### config.mk
export PLATFORM = sky130hd
export DESIGN_NAME = periph_guard
export DESIGN_NICKNAME = d
export VERILOG_FILES = /design/src/rtl/prot_pkg.sv /design/src/rtl/prot_cfg_regs.sv /design/src/rtl/prot_decide.sv /design/src/rtl/prot_periph_port.sv /design/src/rtl/periph_guard.sv
export SDC_FILE = /design/constraint.sdc
export NUM_CORES = 1
export LEC_CHECK = 0
export BUFFER_PORTS_ARGS = -buffer_cell sky130_fd_sc_hd__buf_2
export CAP_MARGIN = 30
export CORE_AREA = 2 2 280 282
export CTS_BUF_LIST = sky130_fd_sc_hd__clkbuf_4 sky130_fd_sc_hd__clkbuf_8 sky130_fd_sc_hd__clkbuf_16
export DETAILED_ROUTE_END_ITERATION = 8
export DIE_AREA = 0 0 282 284
export GPL_TIMING_DRIVEN = 0
export HOLD_SLACK_MARGIN = 0.08
export SLEW_MARGIN = 20
export SYNTH_ARGS = -nofsm -noshare
export SYNTH_HDL_FRONTEND = slang
export SYNTH_SLANG_ARGS = --single-unit
### constraint.sdc
create_clock -name clk -period 2.9 [get_ports clk]
set_clock_uncertainty 0.1 [all_clocks]
set_input_delay 0.29 -clock clk [delete_from_list [all_inputs] [get_ports clk]]
set_output_delay 0.29 -clock clk [all_outputs]
set_load 0.005 [all_outputs]
### src/rtl/prot_pkg.sv
`timescale 1ns/1ps
package prot_pkg;

    localparam int CFG_W          = 32;
    localparam int NIB_W          = 4;
    localparam int SLOTS_PER_WORD = CFG_W / NIB_W;
    localparam int MATTR_W        = 2;
    localparam logic [CFG_W-1:0] RESV_MASK = 32'h8888_8888;

    // protection bits of one peripheral
    typedef struct packed {
        logic sup;
        logic wrp;
        logic trp;
    } guard_t;

    // attributes of one master: bit 1 privilege enable, bit 0 trusted
    typedef struct packed {
        logic priv_en;
        logic trusted;
    } mattr_t;

    // which gate refused an access
    typedef struct packed {
        logic sup;
        logic wrp;
        logic trp;
    } deny_t;

    // lsb of a peripheral field; lower slots sit at higher bits
    function automatic int slot_lsb(input int slot);
        return CFG_W - NIB_W * (slot + 1);
    endfunction

    // configuration word holding a peripheral; word 0 is the master word
    function automatic int word_addr(input int periph);
        return 1 + periph / SLOTS_PER_WORD;
    endfunction

    function automatic logic [NIB_W-1:0] nib_pack(input guard_t g);
        return {1'b0, g.sup, g.wrp, g.trp};
    endfunction

    function automatic guard_t nib_unpack(input logic [NIB_W-1:0] n);
        guard_t g;
        g.sup = n[2];
        g.wrp = n[1];
        g.trp = n[0];
        return g;
    endfunction

    function automatic mattr_t mattr_reset();
        mattr_t a;
        a.priv_en = 1'b1;
        a.trusted = 1'b1;
        return a;
    endfunction

endpackage

### src/rtl/prot_cfg_regs.sv
`timescale 1ns/1ps
module prot_cfg_regs
    import prot_pkg::*;
#(
    parameter int NUM_PERIPH  = 16,
    parameter int NUM_MASTERS = 4,
    parameter int CFG_AW      = 2
) (
    input  logic                     clk,
    input  logic                     rst,
    input  logic                     cfg_we,
    input  logic [CFG_AW-1:0]        cfg_addr,
    input  logic [CFG_W-1:0]         cfg_wdata,
    output logic [CFG_W-1:0]         cfg_rdata,
    output guard_t [NUM_PERIPH-1:0]  guard_o,
    output mattr_t [NUM_MASTERS-1:0] mattr_o
);

    localparam logic [CFG_AW-1:0] MASTER_ADDR = '0;

    guard_t [NUM_PERIPH-1:0]  guard_q;
    mattr_t [NUM_MASTERS-1:0] mattr_q;
    logic                     unused_wdata;

    assign unused_wdata = ^cfg_wdata;

    always_ff @(posedge clk) begin
        if (rst) begin
            guard_q <= '0;
            for (int m = 0; m < NUM_MASTERS; m++) begin
                mattr_q[m] <= mattr_reset();
            end
        end else if (cfg_we) begin
            for (int k = 0; k < NUM_PERIPH; k++) begin
                if (int'(cfg_addr) == word_addr(k)) begin
                    guard_q[k] <= nib_unpack(cfg_wdata[slot_lsb(k % SLOTS_PER_WORD) +: NIB_W]);
                end
            end
            if (cfg_addr == MASTER_ADDR) begin
                for (int m = 0; m < NUM_MASTERS; m++) begin
                    mattr_q[m] <= mattr_t'(cfg_wdata[MATTR_W*m +: MATTR_W]);
                end
            end
        end
    end

    always_comb begin
        cfg_rdata = '0;
        if (cfg_addr == MASTER_ADDR) begin
            for (int m = 0; m < NUM_MASTERS; m++) begin
                cfg_rdata[MATTR_W*m +: MATTR_W] = mattr_q[m];
            end
        end
        for (int k = 0; k < NUM_PERIPH; k++) begin
            if (int'(cfg_addr) == word_addr(k)) begin
                cfg_rdata[slot_lsb(k % SLOTS_PER_WORD) +: NIB_W] = nib_pack(guard_q[k]);
            end
        end
    end

    assign guard_o = guard_q;
    assign mattr_o = mattr_q;

    // reserved positions of peripheral words never read back as 1
    assert_resv_clear_R1: assert property (@(posedge clk) disable iff (rst)
        (cfg_addr != MASTER_ADDR) |-> ((cfg_rdata & RESV_MASK) == '0));

    // a master-word write lands in master 0's attributes next cycle
    assert_master_wr_R2: assert property (@(posedge clk) disable iff (rst)
        (cfg_we && cfg_addr == MASTER_ADDR) |=> (mattr_o[0] == $past(cfg_wdata[MATTR_W-1:0])));

endmodule

### src/rtl/prot_decide.sv
`timescale 1ns/1ps
module prot_decide
    import prot_pkg::*;
#(
    parameter int NUM_PERIPH  = 16,
    parameter int NUM_MASTERS = 4,
    parameter int PIDX_W      = 4,
    parameter int MID_W       = 2
) (
    input  logic                     valid,
    input  logic                     write,
    input  logic                     priv,
    input  logic [MID_W-1:0]         master,
    input  logic [PIDX_W-1:0]        periph,
    input  guard_t [NUM_PERIPH-1:0]  guard_i,
    input  mattr_t [NUM_MASTERS-1:0] mattr_i,
    output logic                     grant,
    output logic                     deny
);

    guard_t g;
    mattr_t a;
    deny_t  cause;

    always_comb begin
        g         = guard_i[periph];
        a         = mattr_i[master];
        cause.sup = g.sup & ~(priv & a.priv_en);
        cause.wrp = g.wrp & write;
        cause.trp = g.trp & ~a.trusted;
        deny      = valid & (cause != '0);
        grant     = valid & (cause == '0);
    end

endmodule

### src/rtl/prot_periph_port.sv
`timescale 1ns/1ps
module prot_periph_port #(
    parameter int NUM_PERIPH = 16,
    parameter int PIDX_W     = 4,
    parameter int ADDR_W     = 8,
    parameter int DATA_W     = 32
) (
    input  logic                         go,
    input  logic [PIDX_W-1:0]            periph,
    input  logic                         write,
    input  logic [ADDR_W-1:0]            addr,
    input  logic [DATA_W-1:0]            wdata,
    input  logic [NUM_PERIPH*DATA_W-1:0] per_rdata,
    output logic [NUM_PERIPH-1:0]        per_sel,
    output logic                         per_stb,
    output logic                         per_write,
    output logic [ADDR_W-1:0]            per_addr,
    output logic [DATA_W-1:0]            per_wdata,
    output logic [DATA_W-1:0]            rd_data
);

    for (genvar k = 0; k < NUM_PERIPH; k++) begin : g_sel
        assign per_sel[k] = go && (periph == PIDX_W'(k));
    end

    assign per_stb   = go;
    assign per_write = go & write;
    assign per_addr  = go ? addr  : '0;
    assign per_wdata = go ? wdata : '0;
    assign rd_data   = per_rdata[int'(periph)*DATA_W +: DATA_W];

endmodule

### src/rtl/periph_guard.sv
`timescale 1ns/1ps
module periph_guard
    import prot_pkg::*;
#(
    parameter int NUM_PERIPH  = 16,
    parameter int NUM_MASTERS = 4,
    parameter int ADDR_W      = 8,
    parameter int DATA_W      = 32,
    localparam int PIDX_W     = $clog2(NUM_PERIPH),
    localparam int MID_W      = $clog2(NUM_MASTERS),
    localparam int CTRL_WORDS = (NUM_PERIPH + SLOTS_PER_WORD - 1) / SLOTS_PER_WORD,
    localparam int CFG_AW     = $clog2(CTRL_WORDS + 1)
) (
    input  logic                         clk,
    input  logic                         rst,
    input  logic                         req_valid,
    input  logic                         req_write,
    input  logic                         req_priv,
    input  logic [MID_W-1:0]             req_master,
    input  logic [PIDX_W-1:0]            req_periph,
    input  logic [ADDR_W-1:0]            req_addr,
    input  logic [DATA_W-1:0]            req_wdata,
    output logic                         resp_valid,
    output logic                         resp_err,
    output logic [DATA_W-1:0]            resp_rdata,
    output logic [NUM_PERIPH-1:0]        per_sel,
    output logic                         per_stb,
    output logic                         per_write,
    output logic [ADDR_W-1:0]            per_addr,
    output logic [DATA_W-1:0]            per_wdata,
    input  logic [NUM_PERIPH*DATA_W-1:0] per_rdata,
    input  logic                         cfg_we,
    input  logic [CFG_AW-1:0]            cfg_addr,
    input  logic [CFG_W-1:0]             cfg_wdata,
    output logic [CFG_W-1:0]             cfg_rdata
);

    typedef struct packed {
        logic              valid;
        logic              write;
        logic              sup;
        logic [MID_W-1:0]  master;
        logic [PIDX_W-1:0] periph;
        logic [ADDR_W-1:0] addr;
        logic [DATA_W-1:0] wdata;
    } stage_t;

    stage_t                   stage_q;
    guard_t [NUM_PERIPH-1:0]  guard_w;
    mattr_t [NUM_MASTERS-1:0] mattr_w;
    logic                     grant;
    logic                     deny;
    logic [DATA_W-1:0]        rd_data;

    // request stage: the decision is taken on these registers
    always_ff @(posedge clk) begin
        if (rst) begin
            stage_q <= '0;
        end else begin
            stage_q.valid <= req_valid;
            if (req_valid) begin
                stage_q.write  <= req_write;
                stage_q.sup    <= req_priv;
                stage_q.master <= req_master;
                stage_q.periph <= req_periph;
                stage_q.addr   <= req_addr;
                stage_q.wdata  <= req_wdata;
            end
        end
    end

    prot_cfg_regs #(
        .NUM_PERIPH (NUM_PERIPH),
        .NUM_MASTERS(NUM_MASTERS),
        .CFG_AW     (CFG_AW)
    ) u_regs (
        .clk      (clk),
        .rst      (rst),
        .cfg_we   (cfg_we),
        .cfg_addr (cfg_addr),
        .cfg_wdata(cfg_wdata),
        .cfg_rdata(cfg_rdata),
        .guard_o  (guard_w),
        .mattr_o  (mattr_w)
    );

    prot_decide #(
        .NUM_PERIPH (NUM_PERIPH),
        .NUM_MASTERS(NUM_MASTERS),
        .PIDX_W     (PIDX_W),
        .MID_W      (MID_W)
    ) u_decide (
        .valid  (stage_q.valid),
        .write  (stage_q.write),
        .priv   (stage_q.sup),
        .master (stage_q.master),
        .periph (stage_q.periph),
        .guard_i(guard_w),
        .mattr_i(mattr_w),
        .grant  (grant),
        .deny   (deny)
    );

    prot_periph_port #(
        .NUM_PERIPH(NUM_PERIPH),
        .PIDX_W    (PIDX_W),
        .ADDR_W    (ADDR_W),
        .DATA_W    (DATA_W)
    ) u_port (
        .go       (grant),
        .periph   (stage_q.periph),
        .write    (stage_q.write),
        .addr     (stage_q.addr),
        .wdata    (stage_q.wdata),
        .per_rdata(per_rdata),
        .per_sel  (per_sel),
        .per_stb  (per_stb),
        .per_write(per_write),
        .per_addr (per_addr),
        .per_wdata(per_wdata),
        .rd_data  (rd_data)
    );

    assign resp_valid = stage_q.valid;
    assign resp_err   = deny;
    assign resp_rdata = (grant && !stage_q.write) ? rd_data : '0;

    // every response answers a request sampled one edge earlier
    assert_resp_timing_R4: assert property (@(posedge clk) disable iff (rst)
        resp_valid |-> $past(req_valid));

    // at most one peripheral is selected
    assert_sel_onehot_R4: assert property (@(posedge clk) disable iff (rst)
        $onehot0(per_sel));

    // a user access to a supervisor-gated slot is refused
    assert_sup_gate_R5: assert property (@(posedge clk) disable iff (rst)
        (resp_valid && guard_w[stage_q.periph].sup && !stage_q.sup) |-> resp_err);

    // a write to a locked slot is refused
    assert_wp_gate_R6: assert property (@(posedge clk) disable iff (rst)
        (resp_valid && guard_w[stage_q.periph].wrp && stage_q.write) |-> resp_err);

    // an untrusted master is refused by a trust-gated slot
    assert_trust_gate_R7: assert property (@(posedge clk) disable iff (rst)
        (resp_valid && guard_w[stage_q.periph].trp && !mattr_w[stage_q.master].trusted) |-> resp_err);

    // a refused access never reaches a peripheral and returns no data
    assert_deny_quiet_R8: assert property (@(posedge clk) disable iff (rst)
        resp_err |-> (per_sel == '0 && !per_stb && resp_rdata == '0));

    // an unprotected slot is always reached
    assert_open_slot_R9: assert property (@(posedge clk) disable iff (rst)
        (resp_valid && guard_w[stage_q.periph] == '0) |-> (!resp_err && per_stb));

endmodule

==> metrics.csv, run 1 <==
metric;value;unit
status;finished, violations left;
violations;negative setup slack;
drc;0;
initial_utilization;0.120;
area_growth;79.8;%
die-area;80100;um^2
p_per_area;311;nW/um^2
final.setup.worst_slack;-0.254;ns
vdd_drop_max;0.222;mV
synth_compound_area_frac;0.0569;
maxSlewHeadroom;0.378;
cap_violations;0;
fp.coreArea;77000;um^2
synth-adder-area-share;0;
syn_avg_cell_area;10.3;um^2
hold_viol_final;0;
cts_tree;built;
drtPass1Iterations;7;
routabilityCongestion;0.912;
clk_latency;0.37;ns
grt_pass1_vias;11900;
nets;2320;
synth_cell_types;33;
grt_use_total;0.189;
ys_seq_area_frac;0.228;
synth_top_area_frac;0.394;
max_stage_delay;0.61;ns
synth_top_cell_by_area;mux4_2;
ys_ff_latch;105;
cts_max_level;3;
fillers;8452;
synthSimpleGateAreaFrac;0.175;
final_max_slew_viol_count;0;
first_iter_violations;941;
dp_hpwl;66700;um
fmax;0.317;GHz
path_buf_inv;3;
layout_commonest_cell;buf_2;
rsz0062_at_grt;yes;
whs;0.0891;ns
io_buffers;706;
numCtsBuffers;9;
yosysWarnings;0;
cp.arrival;2.76;ns
antenna_found_initial;75;
fp.dieW;282;um
final_cell_mix;buf_2, nand2_1, mux4_2;
hold_class;in2reg;
grt_start_max_net_pins;21;
grt_pass1_wl;102000;um
synth.mux.area_fraction;0.481;
clock-sinks;105;
cp_max_fo;7;
routed_wl;79700;um
synth_top_family_by_area;multiplexers;
final_antenna_net_count;0;
async_reset_ff_frac;0;
setup_viol;90;
die_h;284;um
overflow;0;
place_inst;2645;
cts.path.max_buffers;2;
synth.area.top_cells;mux4_2, dfxtp_1, mux2i_1, nand2_1, a21oi_1;
cp-end-kind;output port;
drive_above_1_share;0.600;
syn_inst;890;
rows;102;
post-route-period-util;1.09;
path_clk_slew;0.08;ns
netlist_area;9210;um^2
avgRoutedWirePerCell;28.5;um
vias_per_cell;4.27;
pin_count;722;
slowest_stage;mux4_2;
synthXorXnorAreaFrac;0;
fin_crit;3.15;ns
cp-start-kind;register;
clock-root-buffer;clkbuf_16;
cp_top_family;multiplexers;
critical_path_class;reg2out;
vias;11900;
layout.cells.non_filler;2799;
crit_required;2.51;ns
p_leak;6.99;nW
ys.flop_type;dfxtp_1;
cp_cell_sequence;buf_12 > buf_12 > mux4_2 > mux4_2 > nor3b_4 > buf_2;
tightest_slew;0.933;ns
synth-edff-count;0;
## final timing paths
kind         slack [ns]               start                  to  cells after the start
max               -0.25         stage_q[40]      resp_rdata[15]                      6
min                0.09        req_wdata[6]          stage_q[6]                      3
max reg2reg        1.32         stage_q[42]         stage_q[42]                      4
min reg2reg        0.38  u_regs.guard_o[32]  u_regs.guard_o[32]                      2
## cell usage after synthesis (2+ instances only)
master,n
nand3b_1,10
nand3_1,5
buf_6,4
a21oi_1,52
nor3b_1,32
nand2b_1,4
o21ai_0,6
a22o_1,18
nor2_1,49
mux4_2,161
a211oi_1,2
inv_1,2
buf_1,5
clkbuf_1,53
dfxtp_1,105
nor3_1,42
a22oi_1,6
buf_2,27
nor2b_1,4
buf_4,17
nor4_1,16
and2_1,6
mux2i_1,80
nand2_1,173
nand4_1,3
## worst min-delay path, cell delays in order
cell,delay [ns]
buf_2,0.10
mux2i_1,0.06
nor2_1,0.08
## sequential cells by signal, indices dropped and copies added, names as in the netlist
register and count:
stage_q 48, u_regs.mattr_o 8, u_regs.guard_o 48, resp_valid 1
## layer usage
| layer | global-route usage | vias to the layer above | routed length [um] |
|---|---|---|---|
| met5 | 0 | - | 162 |
| met4 | 0.0976 | 26 | 4380 |
| met3 | 0.0594 | 164 | 8020 |
| met2 | 0.310 | 828 | 37400 |
| met1 | 0.220 | 5818 | 29700 |
| li1 | - | 5112 | - |
## logic make-up (layout without fill, tap and decap cells)
group | after synthesis | after routing
flip-flops | 105 | 105
AND/OR/NAND/NOR | 348 | 348
other | 1 | 38
multiplexers | 241 | 241
buffers and inverters | 109 | 941
AO/OA/AOI/OAI | 86 | 86
## repair_timing
item                                   4_1_cts  5_1_grt
gates cloned                                 3        3
hold buffers                                71        0
gates resized for setup                    173       56
pin swaps                                    0        4
setup endpoints to repair                   91       91
endpoints found under the hold margin      100        0
buffers inserted                            22        8
## power by group
part           internal, mW  switching (mW)
logic                  1.17            1.11
clock network         0.613           0.692
registers              1.51          0.0558
total                  3.29            1.86
## through the flow
| stage | area, um^2 | utilization | power [mW] | setup TNS, ns | worst slack, ns |
|---|---|---|---|---|---|
| 4_1_cts | 16100 | 0.209 | 5.09 | -9.84 | -0.242 |
| 2_1_floorplan | 9230 | - | 2.49 | 0 | 0.637 |
| 3_5_place_dp | 14100 | 0.183 | 3.49 | -28.79 | -0.594 |
| 3_3_place_gp | 14100 | 0.183 | 3.47 | -30.21 | -0.595 |
| 5_1_grt | 16500 | 0.215 | 5.37 | -17.15 | -0.286 |
| 6_report | 16600 | 0.215 | 5.15 | -8.10 | -0.254 |
## area by class of cell
cell class                 count  area (um^2)  share of cell area
antenna                       32         80.1             0.00483
buffer                       107          998              0.0603
clock buffer                   9          225              0.0136
clock inverter                 7         70.1             0.00423
inverter                       2         7.51            0.000453
multi-input combinational    681         6940               0.419
sequential                   105         2110               0.127
tap                         1040         1300              0.0785
timing repair buffer         816         4830               0.292
Note: power is estimated with default switching activity, not from simulation.
==> run 2: changes to the inputs <==
- CORE_AREA: 2 2 280 282 -> 2 2 282 284
- DIE_AREA: 0 0 282 284 -> 0 0 284 286
==> metrics.csv, run 2 (synthesis results as in run 1) <==
metric;value;unit;change
cts_max_level;3;;unchanged
cp-startpoint;stage_q[40];;
cap_violations;0;;unchanged
avgRoutedWirePerCell;28.9;um;+1.5%
cp_max_fo;8;;+1
layout.cells.non_filler;2829;;+1.1%
fillers;8577;;+1.5%
place_inst;2654;;+0.34%
drtPass1Iterations;5;;-2
crit_required;2.51;ns;about the same
placed_area;14100;um^2;about the same
slowest_stage;mux4_2;;
cp_cell_sequence;buf_12 > buf_12 > buf_6 > mux4_2 > mux4_2 > nor3b_1 > buf_2;;
status;finished, violations left;;
seqPwrFrac;0.283;;-0.021
p_leak;7.31;nW;+4.6%
grt_start_max_net_pins;19;;-9.5%
power.total;5.53;mW;+7.4%
hold_class;in2reg;;
critical_path_class;reg2out;;
grt_use_total;0.188;;-0.00117
final_antenna_net_count;0;;unchanged
final.setup.worst_slack;-0.139;ns;+0.114 ns
maxSlewHeadroom;0.306;;-0.0721
rr_startpoint;stage_q[43];;
p_sw_frac;0.344;;-0.0176
cp.arrival;2.65;ns;-0.11 ns
grt_pass1_vias;12000;;+1.2%
cp_top_family;multiplexers;;
p_per_area;316;nW/um^2;+1.7%
post-route-period-util;1.05;;-0.0394
final_cell_area;17500;um^2;+5.7%
numCtsBuffers;9;;unchanged
path_clk_slew;0.08;ns;about the same
cp-start-kind;register;;
tightest_slew;1.04;ns;+0.108 ns
rows;103;;+0.98%
pin_count;722;;unchanged
setup_tns;-3.14;ns;+4.96 ns
die_h;286;um;+0.70%
cts_tree;built;;
utilization;0.223;;+0.00812
power_frac_clock;0.256;;+0.003
path_buf_inv;4;;+1
fmax;0.329;GHz;+3.8%
rsz0062_at_grt;yes;;
pre_cts_ws;-0.728;ns;-0.134 ns
p_int;3.63;mW;+10%
final_cell_mix;buf_2, nand2_1, mux4_2;;
dp_hpwl;67000;um;+0.46%
clock-sinks;105;;unchanged
violations;negative setup slack;;
io_buffers;706;;unchanged
cts.path.max_buffers;2;;unchanged
clock-root-buffer;clkbuf_16;;
vias;12300;;+3.1%
power_frac_comb;0.461;;+0.018
fp.coreArea;78400;um^2;+1.8%
overflow;0;;unchanged
cp_num_cells;7;;+1
routed_wl;81800;um;+2.6%
initial_utilization;0.118;;-0.00214
fin_crit;3.04;ns;-0.114 ns
final_max_slew_viol_count;0;;unchanged
vias_per_cell;4.35;;+2.0%
vdd_drop_max;0.255;mV;+15%
hold_viol_final;0;;unchanged
switching_power;1.90;mW;+2.2%
fp.dieW;284;um;+0.71%
routabilityCongestion;0.947;;+3.8%
seqCellArea;2110;um^2;+0.12%
antenna_found_initial;74;;-1.3%
nets;2343;;+0.99%
clk_latency;0.37;ns;about the same
max_stage_delay;0.55;ns;-0.06 ns
die-area;81200;um^2;+1.4%
r2r_slack;1.43;ns;+0.11 ns
multi_input_area;7320;um^2;+5.5%
cp-endpoint;resp_rdata[8];;
reg2reg_depth;4;;unchanged
whs;0.105;ns;+0.0158 ns
area_growth;90.0;%;
layout_commonest_cell;buf_2;;
grt_pass1_wl;104000;um;+2.1%
drc;0;;unchanged
cp-end-kind;output port;;
reg2reg_to;stage_q[43];;
drive_above_1_share;0.633;;+0.0327
setup_viol;42;;-53%
first_iter_violations;989;;+5.1%
run 2: changes by cell type in the layout (fill, tap and decap cells not counted), sizes merged:
| cell | previous run | this run |
|---|---|---|
| buf | 797 | 824 |
| diode | 32 | 29 |
| bufinv | 0 | 2 |
| dlygate4sd3 | 71 | 69 |
| inv | 6 | 4 |
| clkbuf | 64 | 63 |
| clkinv | 3 | 2 |
run 2: worst min-delay path, stage by stage:
cell and delay (ns):
buf_2 0.13, nand2_1 0.06, a21oi_1 0.05
run 2: timing repair:
item,4_1_cts,5_1_grt
endpoints found under the hold margin,92,0
hold buffers,69,0
pin swaps,15,26
gates cloned,7,8
resized for setup,207,155
setup buffers,17,31
endpoints found under the setup margin,91,90
run 2: final cells by class:
| class | count | share of cell area |
|---|---|---|
| buffer | 107 | 0.0664 |
| sequential | 105 | 0.121 |
| antenna | 29 | 0.00415 |
| clock buffer | 10 | 0.0133 |
| timing repair buffer | 839 | 0.296 |
| inverter | 2 | 0.000429 |
| clock inverter | 6 | 0.00565 |
| multi-input combinational | 681 | 0.418 |
| tap | 1050 | 0.0751 |
run 2: worst min path at each step:
stage                     slack [ns]  cells past startpoint               start                  to
after CTS                       0.08                      3        cfg_wdata[1]  u_regs.guard_o[22]
after global routing            0.11                      3        cfg_wdata[1]  u_regs.guard_o[22]
after global placement          0.36                      2   u_regs.guard_o[6]   u_regs.guard_o[6]
after detailed placement        0.36                      2  u_regs.guard_o[37]  u_regs.guard_o[37]
final                           0.10                      3        cfg_wdata[1]  u_regs.guard_o[22]
after floorplan                 0.31                      2        cfg_wdata[0]   u_regs.mattr_o[0]
run 2: power groups by stage:
stage	clock network [mW]	registers, mW	logic, mW
2_1_floorplan	0	1.57	0.913
3_3_place_gp	0	1.59	1.89
3_5_place_dp	0	1.59	1.92
4_1_cts	1.46	1.56	2.33
5_1_grt	1.49	1.57	2.68
6_report	1.42	1.57	2.55
run 2: layer usage:
layer | routed length, um | track usage | vias to the layer above
met5 | 163 | 0 | -
met3 | 8290 | 0.0579 | 186
met4 | 4200 | 0.0863 | 24
met2 | 38200 | 0.308 | 828
li1 | - | - | 5151
met1 | 30900 | 0.226 | 6128
